### src/rtl/spi_cmd_pkg.sv
package spi_cmd_pkg;

  typedef enum logic {
    KIND_MOMENTARY = 1'b0,
    KIND_LATCHED   = 1'b1
  } cmd_kind_e;

  // Saturating increment used by the frame edge counter.
  function automatic int sat_inc(input int value, input int ceiling);
    return (value >= ceiling) ? ceiling : value + 1;
  endfunction

  // The most significant opcode bit selects the command kind.
  function automatic cmd_kind_e kind_of(input logic op_msb);
    return op_msb ? KIND_LATCHED : KIND_MOMENTARY;
  endfunction

endpackage

### src/rtl/spi_sync.sv
module spi_sync #(
  parameter int   STAGES  = 2,
  parameter logic RST_VAL = 1'b0
) (
  input  logic clk,
  input  logic rst_n,
  input  logic d,
  output logic q
);

  logic [STAGES-1:0] chain;

  always_ff @(posedge clk or negedge rst_n) begin
    if (!rst_n) chain <= {STAGES{RST_VAL}};
    else        chain <= {chain[STAGES-2:0], d};
  end

  assign q = chain[STAGES-1];

endmodule

### src/rtl/spi_frame_rx.sv
module spi_frame_rx
  import spi_cmd_pkg::*;
#(
  parameter int WORD_W      = 16,
  parameter int SYNC_STAGES = 2
) (
  input  logic              clk,
  input  logic              rst_n,
  input  logic              ss_n,
  input  logic              sclk,
  input  logic              mosi,
  input  logic [WORD_W-1:0] status_in,
  output logic              miso,
  output logic              miso_oe,
  output logic              frame_ok,
  output logic [WORD_W-1:0] frame_word
);

  localparam int CNT_MAX = WORD_W + 1;
  localparam int CNT_W   = $clog2(CNT_MAX + 1);

  logic ss_s, sclk_s, mosi_s;
  logic ss_prev, sclk_prev;
  logic sel_fall, sel_rise, sclk_rise, in_frame;
  logic [WORD_W-1:0] rx_sr, tx_sr;
  logic [CNT_W-1:0]  edge_cnt;

  spi_sync #(.STAGES(SYNC_STAGES), .RST_VAL(1'b1)) u_sync_ss (
    .clk(clk), .rst_n(rst_n), .d(ss_n), .q(ss_s));
  spi_sync #(.STAGES(SYNC_STAGES), .RST_VAL(1'b0)) u_sync_sclk (
    .clk(clk), .rst_n(rst_n), .d(sclk), .q(sclk_s));
  spi_sync #(.STAGES(SYNC_STAGES), .RST_VAL(1'b0)) u_sync_mosi (
    .clk(clk), .rst_n(rst_n), .d(mosi), .q(mosi_s));

  // Named edge events, visible to the assertions below.
  assign in_frame  = ~ss_s;
  assign sel_fall  = ss_prev & ~ss_s;
  assign sel_rise  = ~ss_prev & ss_s;
  assign sclk_rise = ~sclk_prev & sclk_s;

  always_ff @(posedge clk or negedge rst_n) begin
    if (!rst_n) begin
      ss_prev   <= 1'b1;
      sclk_prev <= 1'b0;
      rx_sr     <= '0;
      tx_sr     <= '0;
      edge_cnt  <= '0;
    end else begin
      ss_prev   <= ss_s;
      sclk_prev <= sclk_s;
      if (sel_fall) begin
        tx_sr    <= status_in;
        edge_cnt <= '0;
      end else if (sclk_rise && in_frame) begin
        rx_sr    <= {rx_sr[WORD_W-2:0], mosi_s};
        tx_sr    <= {tx_sr[WORD_W-2:0], 1'b0};
        edge_cnt <= CNT_W'(sat_inc(int'(edge_cnt), CNT_MAX));
      end
    end
  end

  assign frame_ok   = sel_rise && (edge_cnt == CNT_W'(WORD_W));
  assign frame_word = rx_sr;
  assign miso_oe    = in_frame;
  assign miso       = in_frame & tx_sr[WORD_W-1];

  // the status word is loaded on the cycle after select falls.
  assert_status_load_R2: assert property (@(posedge clk) disable iff (!rst_n)
    sel_fall |=> tx_sr == $past(status_in));

  // each in-frame clock edge moves the status one place toward miso.
  assert_status_shift_R2: assert property (@(posedge clk) disable iff (!rst_n)
    (sclk_rise && in_frame && !sel_fall) |=> tx_sr == {$past(tx_sr[WORD_W-2:0]), 1'b0});

  // the edge counter never passes its saturation value.
  assert_cnt_saturates_R4: assert property (@(posedge clk) disable iff (!rst_n)
    edge_cnt <= CNT_W'(CNT_MAX));

  // while deselected, the receive register does not move.
  assert_idle_hold_R5: assert property (@(posedge clk) disable iff (!rst_n)
    ss_s |=> $stable(rx_sr));

endmodule

### src/rtl/spi_cmd_decode.sv
module spi_cmd_decode
  import spi_cmd_pkg::*;
#(
  parameter int WORD_W = 16,
  parameter int OP_W   = 4
) (
  input  logic                           clk,
  input  logic                           rst_n,
  input  logic                           frame_ok,
  input  logic [WORD_W-1:0]              frame_word,
  output logic [WORD_W-1:0]              cmd_word,
  output logic                           cmd_valid,
  output logic [(2**(OP_W-1))*(WORD_W-OP_W)-1:0] held_data,
  output logic [2**(OP_W-1)-1:0]         mom_out,
  output logic [WORD_W-OP_W-1:0]         mom_arg
);

  localparam int SLOT_W    = OP_W - 1;
  localparam int NUM_SLOTS = 2 ** SLOT_W;
  localparam int ARG_W     = WORD_W - OP_W;

  logic [OP_W-1:0]   opcode;
  logic [SLOT_W-1:0] slot;
  logic [ARG_W-1:0]  arg;
  cmd_kind_e         kind;
  logic              hit_latched, hit_momentary;

  assign opcode        = frame_word[WORD_W-1 -: OP_W];
  assign slot          = opcode[SLOT_W-1:0];
  assign arg           = frame_word[ARG_W-1:0];
  assign kind          = kind_of(opcode[OP_W-1]);
  assign hit_latched   = frame_ok && (kind == KIND_LATCHED);
  assign hit_momentary = frame_ok && (kind == KIND_MOMENTARY);

  always_ff @(posedge clk or negedge rst_n) begin
    if (!rst_n) begin
      cmd_word  <= '0;
      cmd_valid <= 1'b0;
      mom_out   <= '0;
      mom_arg   <= '0;
    end else begin
      cmd_valid <= frame_ok;
      if (frame_ok) cmd_word <= frame_word;
      if (hit_momentary) begin
        mom_out <= {{(NUM_SLOTS-1){1'b0}}, 1'b1} << slot;
        mom_arg <= arg;
      end else if (hit_latched) begin
        mom_out <= '0;
      end
    end
  end

  for (genvar g = 0; g < NUM_SLOTS; g++) begin : g_slot
    logic [ARG_W-1:0] held_q;
    always_ff @(posedge clk or negedge rst_n) begin
      if (!rst_n)                                     held_q <= '0;
      else if (hit_latched && slot == SLOT_W'(g))     held_q <= arg;
    end
    assign held_data[g*ARG_W +: ARG_W] = held_q;
  end

  // the strobe is never wider than one cycle.
  assert_strobe_single_R3: assert property (@(posedge clk) disable iff (!rst_n)
    cmd_valid |=> !cmd_valid);

  // an accepted frame publishes exactly the received word.
  assert_commit_word_R3: assert property (@(posedge clk) disable iff (!rst_n)
    frame_ok |=> (cmd_valid && cmd_word == $past(frame_word)));

  // without an accepted frame, no decoded output moves.
  assert_no_commit_hold_R4: assert property (@(posedge clk) disable iff (!rst_n)
    !frame_ok |=> ($stable(cmd_word) && $stable(held_data) && $stable(mom_out) && $stable(mom_arg)));

  // at most one momentary line is up.
  assert_mom_onehot_R7: assert property (@(posedge clk) disable iff (!rst_n)
    $onehot0(mom_out));

  // a latched command ends any momentary command.
  assert_latched_clears_mom_R7: assert property (@(posedge clk) disable iff (!rst_n)
    hit_latched |=> mom_out == '0);

endmodule

### src/rtl/spi_cmd_slave.sv
module spi_cmd_slave #(
  parameter int WORD_W      = 16,
  parameter int OP_W        = 4,
  parameter int SYNC_STAGES = 2
) (
  input  logic                                   clk,
  input  logic                                   rst_n,
  input  logic                                   ss_n,
  input  logic                                   sclk,
  input  logic                                   mosi,
  output logic                                   miso,
  output logic                                   miso_oe,
  input  logic [WORD_W-1:0]                      status_in,
  output logic [WORD_W-1:0]                      cmd_word,
  output logic                                   cmd_valid,
  output logic [(2**(OP_W-1))*(WORD_W-OP_W)-1:0] held_data,
  output logic [2**(OP_W-1)-1:0]                 mom_out,
  output logic [WORD_W-OP_W-1:0]                 mom_arg
);

  logic              frame_ok;
  logic [WORD_W-1:0] frame_word;

  spi_frame_rx #(.WORD_W(WORD_W), .SYNC_STAGES(SYNC_STAGES)) u_rx (
    .clk(clk), .rst_n(rst_n), .ss_n(ss_n), .sclk(sclk), .mosi(mosi),
    .status_in(status_in), .miso(miso), .miso_oe(miso_oe),
    .frame_ok(frame_ok), .frame_word(frame_word));

  spi_cmd_decode #(.WORD_W(WORD_W), .OP_W(OP_W)) u_dec (
    .clk(clk), .rst_n(rst_n), .frame_ok(frame_ok), .frame_word(frame_word),
    .cmd_word(cmd_word), .cmd_valid(cmd_valid), .held_data(held_data),
    .mom_out(mom_out), .mom_arg(mom_arg));

  // the output enable and the data pin never disagree outside a frame.
  assert_quiet_when_idle_R1: assert property (@(posedge clk) disable iff (!rst_n)
    !miso_oe |-> !miso);

endmodule

### config.mk
export PLATFORM = sky130hd
export DESIGN_NAME = spi_cmd_slave
export DESIGN_NICKNAME = d
export VERILOG_FILES = /design/src/rtl/spi_cmd_pkg.sv /design/src/rtl/spi_sync.sv /design/src/rtl/spi_frame_rx.sv /design/src/rtl/spi_cmd_decode.sv /design/src/rtl/spi_cmd_slave.sv
export SDC_FILE = /design/constraint.sdc
export NUM_CORES = 1
export LEC_CHECK = 0
export BUFFER_PORTS_ARGS = -buffer_cell sky130_fd_sc_hd__clkbuf_2
export CAP_MARGIN = 20
export CORE_MARGIN = 3
export CORE_UTILIZATION = 45
export CTS_BUF_LIST = sky130_fd_sc_hd__clkbuf_4 sky130_fd_sc_hd__clkbuf_8 sky130_fd_sc_hd__clkbuf_16
export DETAILED_ROUTE_END_ITERATION = 16
export GPL_TIMING_DRIVEN = 1
export PLACE_DENSITY_LB_ADDON = 0.3
export SLEW_MARGIN = 0
export SYNTH_ARGS = -nofsm -noshare
export SYNTH_HDL_FRONTEND = slang
export SYNTH_SLANG_ARGS = --single-unit
### constraint.sdc
create_clock -name clk -period 2.2 [get_ports clk]
set_input_delay 0.44 -clock clk [delete_from_list [all_inputs] [get_ports clk]]
set_output_delay 0.44 -clock clk [all_outputs]
set_load 0.02 [all_outputs]
==> key figures <==
Status
  – Status: finished, final reports clean

GRT
  – Largest net degree at the start of global routing: 47
  – GRT Total Usage: 20.0%
  – Total congestion overflow: 0
  – Number of global-route vias before repair: 4,441
  – First-pass GRT wire length: 25,500 µm
  – Initial antenna violation count: 0

Power
  – Post-route total power: 6940 µW
  – Pwr dens: 793 mW/mm²
  – Pleak: 0.00478 µW
  – Peak VDD IR: 0.521 mV

Worst setup path
  – R2R setup slack: 0.09 ns
  – RR Startpoint: u_rx.edge_cnt[1]
  – Max FO, Critical Path: 12
  – Critical path cell sequence: inv_1 -> ha_1 -> nand4b_1 -> or3_4 -> or3_4 -> mux2_4
  – Worst Setup EP: u_dec.g_slot[7].held_q[2]
  – Worst Reg-to-Reg Cells: 6
  – Worst path slowest cell: or3_4
  – Worst path depth: 6
  – Critical Path End Type: register
  – CP Buf/Inv Count: 1
  – Crit path max-delay family: simple AND/OR/NAND/NOR gates
  – CP Launch Type: register
  – Most common cell on crit path: or3_4
  – Critical Path Start: u_rx.edge_cnt[1]
  – Max stage delay on crit path: 0.53 ns
  – Crit path kind: register to register
  – Required @ worst endpoint: 2.51 ns
  – WP data arrival: 2.42 ns
  – Worst R2R End: u_dec.g_slot[7].held_q[2]

STA
  – Final setup vio count: 0
  – Worst rel slew slack: 67.0%
  – Count of pins over their slew limit: 0
  – Hold Violations, Final: 0
  – Max Clock Freq: 474 MHz
  – Final min period: 2.11 ns
  – Worst slew pin tran: 0.495 ns
  – Final worst path period share: 95.8%
  – Setup Skew: 0.00800 ns
  – RSZ-0062 raised after global routing: yes
  – Fin Setup TNS: 0 ns

CTS
  – Clock tree from TritonCTS: built
  – Clk sink count: 178
  – Max Root-Sink Buffers: 2
  – CTS buffer count: 17
  – Worst-path clk slew: 0.07 ns
  – Root Driver: clkbuf_16
  – Post-CTS setup buffers: 0
  – CTS HTree Levels: 4
  – Clock latency on the worst-skew pair: 0.43 ns

Logic synthesis
  – Cell Area, Synth: 0.00701 mm²
  – Avg Inst Size Synth: 14.1 µm²
  – Seq/Total Area, Yosys: 63.6%
  – Syn Nets: 523
  – Synth top area cells: dfrtp_1 62%, mux2_2 15%, mux2_4 6.4%
  – Main synth FF type: dfrtp_1
  – YS warnings: 0
  – Distinct cells, synth: 33
  – Cells after synthesis: 499
  – Post-synth ARST share: 100%
  – #FFs+latches synth: 178
  – Number of synthesized flops with an enable pin: 0
  – Synth area leader: dfrtp_1
  – Area fraction of the dominant cell type after synthesis: 62.4%

Finish
  – Final cell count without fillers: 863
  – Post-layout instance area: 0.00875 mm²
  – Commonest non-fill, non-tap cells in the layout: 175 x dfrtp_1, 154 x clkbuf_2, 94 x mux2_2
  – P&R area growth vs syn: 24.7%
  – Nets: 686
  – Fraction of layout cells with a size suffix above 1: 51.4%
  – Diodes inserted: 0
  – Commonest non-fill, non-tap cell in the layout: dfrtp_1

Drt
  – Wirelength per Cell: 19.0 µm
  – DR vias: 4,493
  – Post-DRT Antenna Nets: 0
  – DR vias/cell: 5.21
  – Drt first pass iters: 4
  – DRC viols: 0
  – DRT iter0 DRCs: 197
  – Drt total wl: 16,400 µm

Floorplanning
  – Die width: 131 µm
  – Die Ht: 131 µm
  – Die area: 0.0171 mm²
  – FP Rows: 45
  – Core ar.: 0.0152 mm²
  – I/O pins: 156
  – Initial Utilization: 46.1%

Run
  – MaxCap Viol Count: 0

Place
  – GPL Wtd Cong: 0.775
  – Placed cell area: 0.00811 mm²
  – Hpwl dp: 11,500 µm
  – Placed cell count: 830
  – Port bufs: 155

Worst hold path
  – Hold Path Cell Cnt: 1
  – Worst Hold Class: primary input to register
where the power goes:
group / switching (µW) / total (µW) / internal, µW
logic: 146 / 269 / 122
registers: 159 / 3540 / 3380
clock network: 1300 / 3140 / 1830
total: 1610 / 6940 / 5330
cell usage after synthesis (all sizes together), types with 2 or more instances:
library cell  count
mux2i            15
mux2            124
inv               3
clkbuf           26
o41ai             4
nor2              5
nand3             2
o31ai             3
ha                3
nor2b             3
or3               6
o21ai            22
dfrtp           175
nand2            79
nand2b            4
dfstp             3
buf              11
worst min-delay path by stage:
| stage | from | endpoint | slack [ns] |
|---|---|---|---|
| 4_1_cts | ss_n | u_rx.u_sync_ss.chain[0] | 0.07 |
| 2_1_floorplan | rst_n | u_dec.cmd_valid | 0.14 |
| 3_5_place_dp | u_rx.u_sync_sclk.chain[0] | u_rx.u_sync_sclk.chain[1] | 0.34 |
| 3_3_place_gp | u_rx.u_sync_sclk.chain[0] | u_rx.u_sync_sclk.chain[1] | 0.33 |
| 6_report | ss_n | u_rx.u_sync_ss.chain[0] | 0.09 |
| 5_1_grt | ss_n | u_rx.u_sync_ss.chain[0] | 0.08 |
timing repair:
item | 4_1_cts | 5_1_grt
resized for setup | 0 | 3
endpoints found under the hold margin | 41 | 0
endpoints found under the setup margin | 0 | 60
hold buffers | 1 | 0
sequential cells by signal, summed over array words and instances (netlist names):
signal                  count
u_rx.u_sync_sclk.chain      2
u_dec.cmd_valid             1
u_rx.edge_cnt               5
u_dec.g_slot.held_q        96
u_rx.u_sync_mosi.chain      2
u_rx.sclk_prev              1
u_dec.cmd_word             16
u_rx.ss_prev                1
u_dec.mom_arg              12
u_dec.mom_out               8
u_rx.tx_sr                 16
u_rx.u_sync_ss.chain        2
u_rx.frame_word            16
logic make-up after synthesis:
family	share of synthesized area, %
buf+inv	2.64
simple gates	6.71
fa+ha+maj	0.535
flops	63.6
mux	23.7
xor+xnor	0.125
compound gates	2.78
final cells by class:
type / instances / area, µm²
clock inverters: 13 / 171
clock buffers: 19 / 440
flip-flops and latches: 178 / 4460
inverters: 4 / 15.0
multi-input cells: 280 / 2390
well taps: 188 / 235
fillers: 1267 / 6450
repair buffers: 181 / 1040
stage by stage:
stage	hold slack, ns	setup WS (ns)	utilization, %
finish	0.0932	0.0915	57.5
global route	0.0810	0.000922	57.5
floorplan	0.144	0.0136	-
CTS	0.0726	0.0209	57.5
global placement	0.334	0.105	53.4
detailed placement	0.345	0.0374	53.4
per-layer routing:
metal	global-route usage (%)	up-vias	share of wire [%]
met3	5.33	21	5.5
met2	31.1	126	47
met5	0	-	0
met1	27.5	2304	45
met4	6.72	0	1.7
li1	-	2042	-
Power figures use the tool's default switching activity.
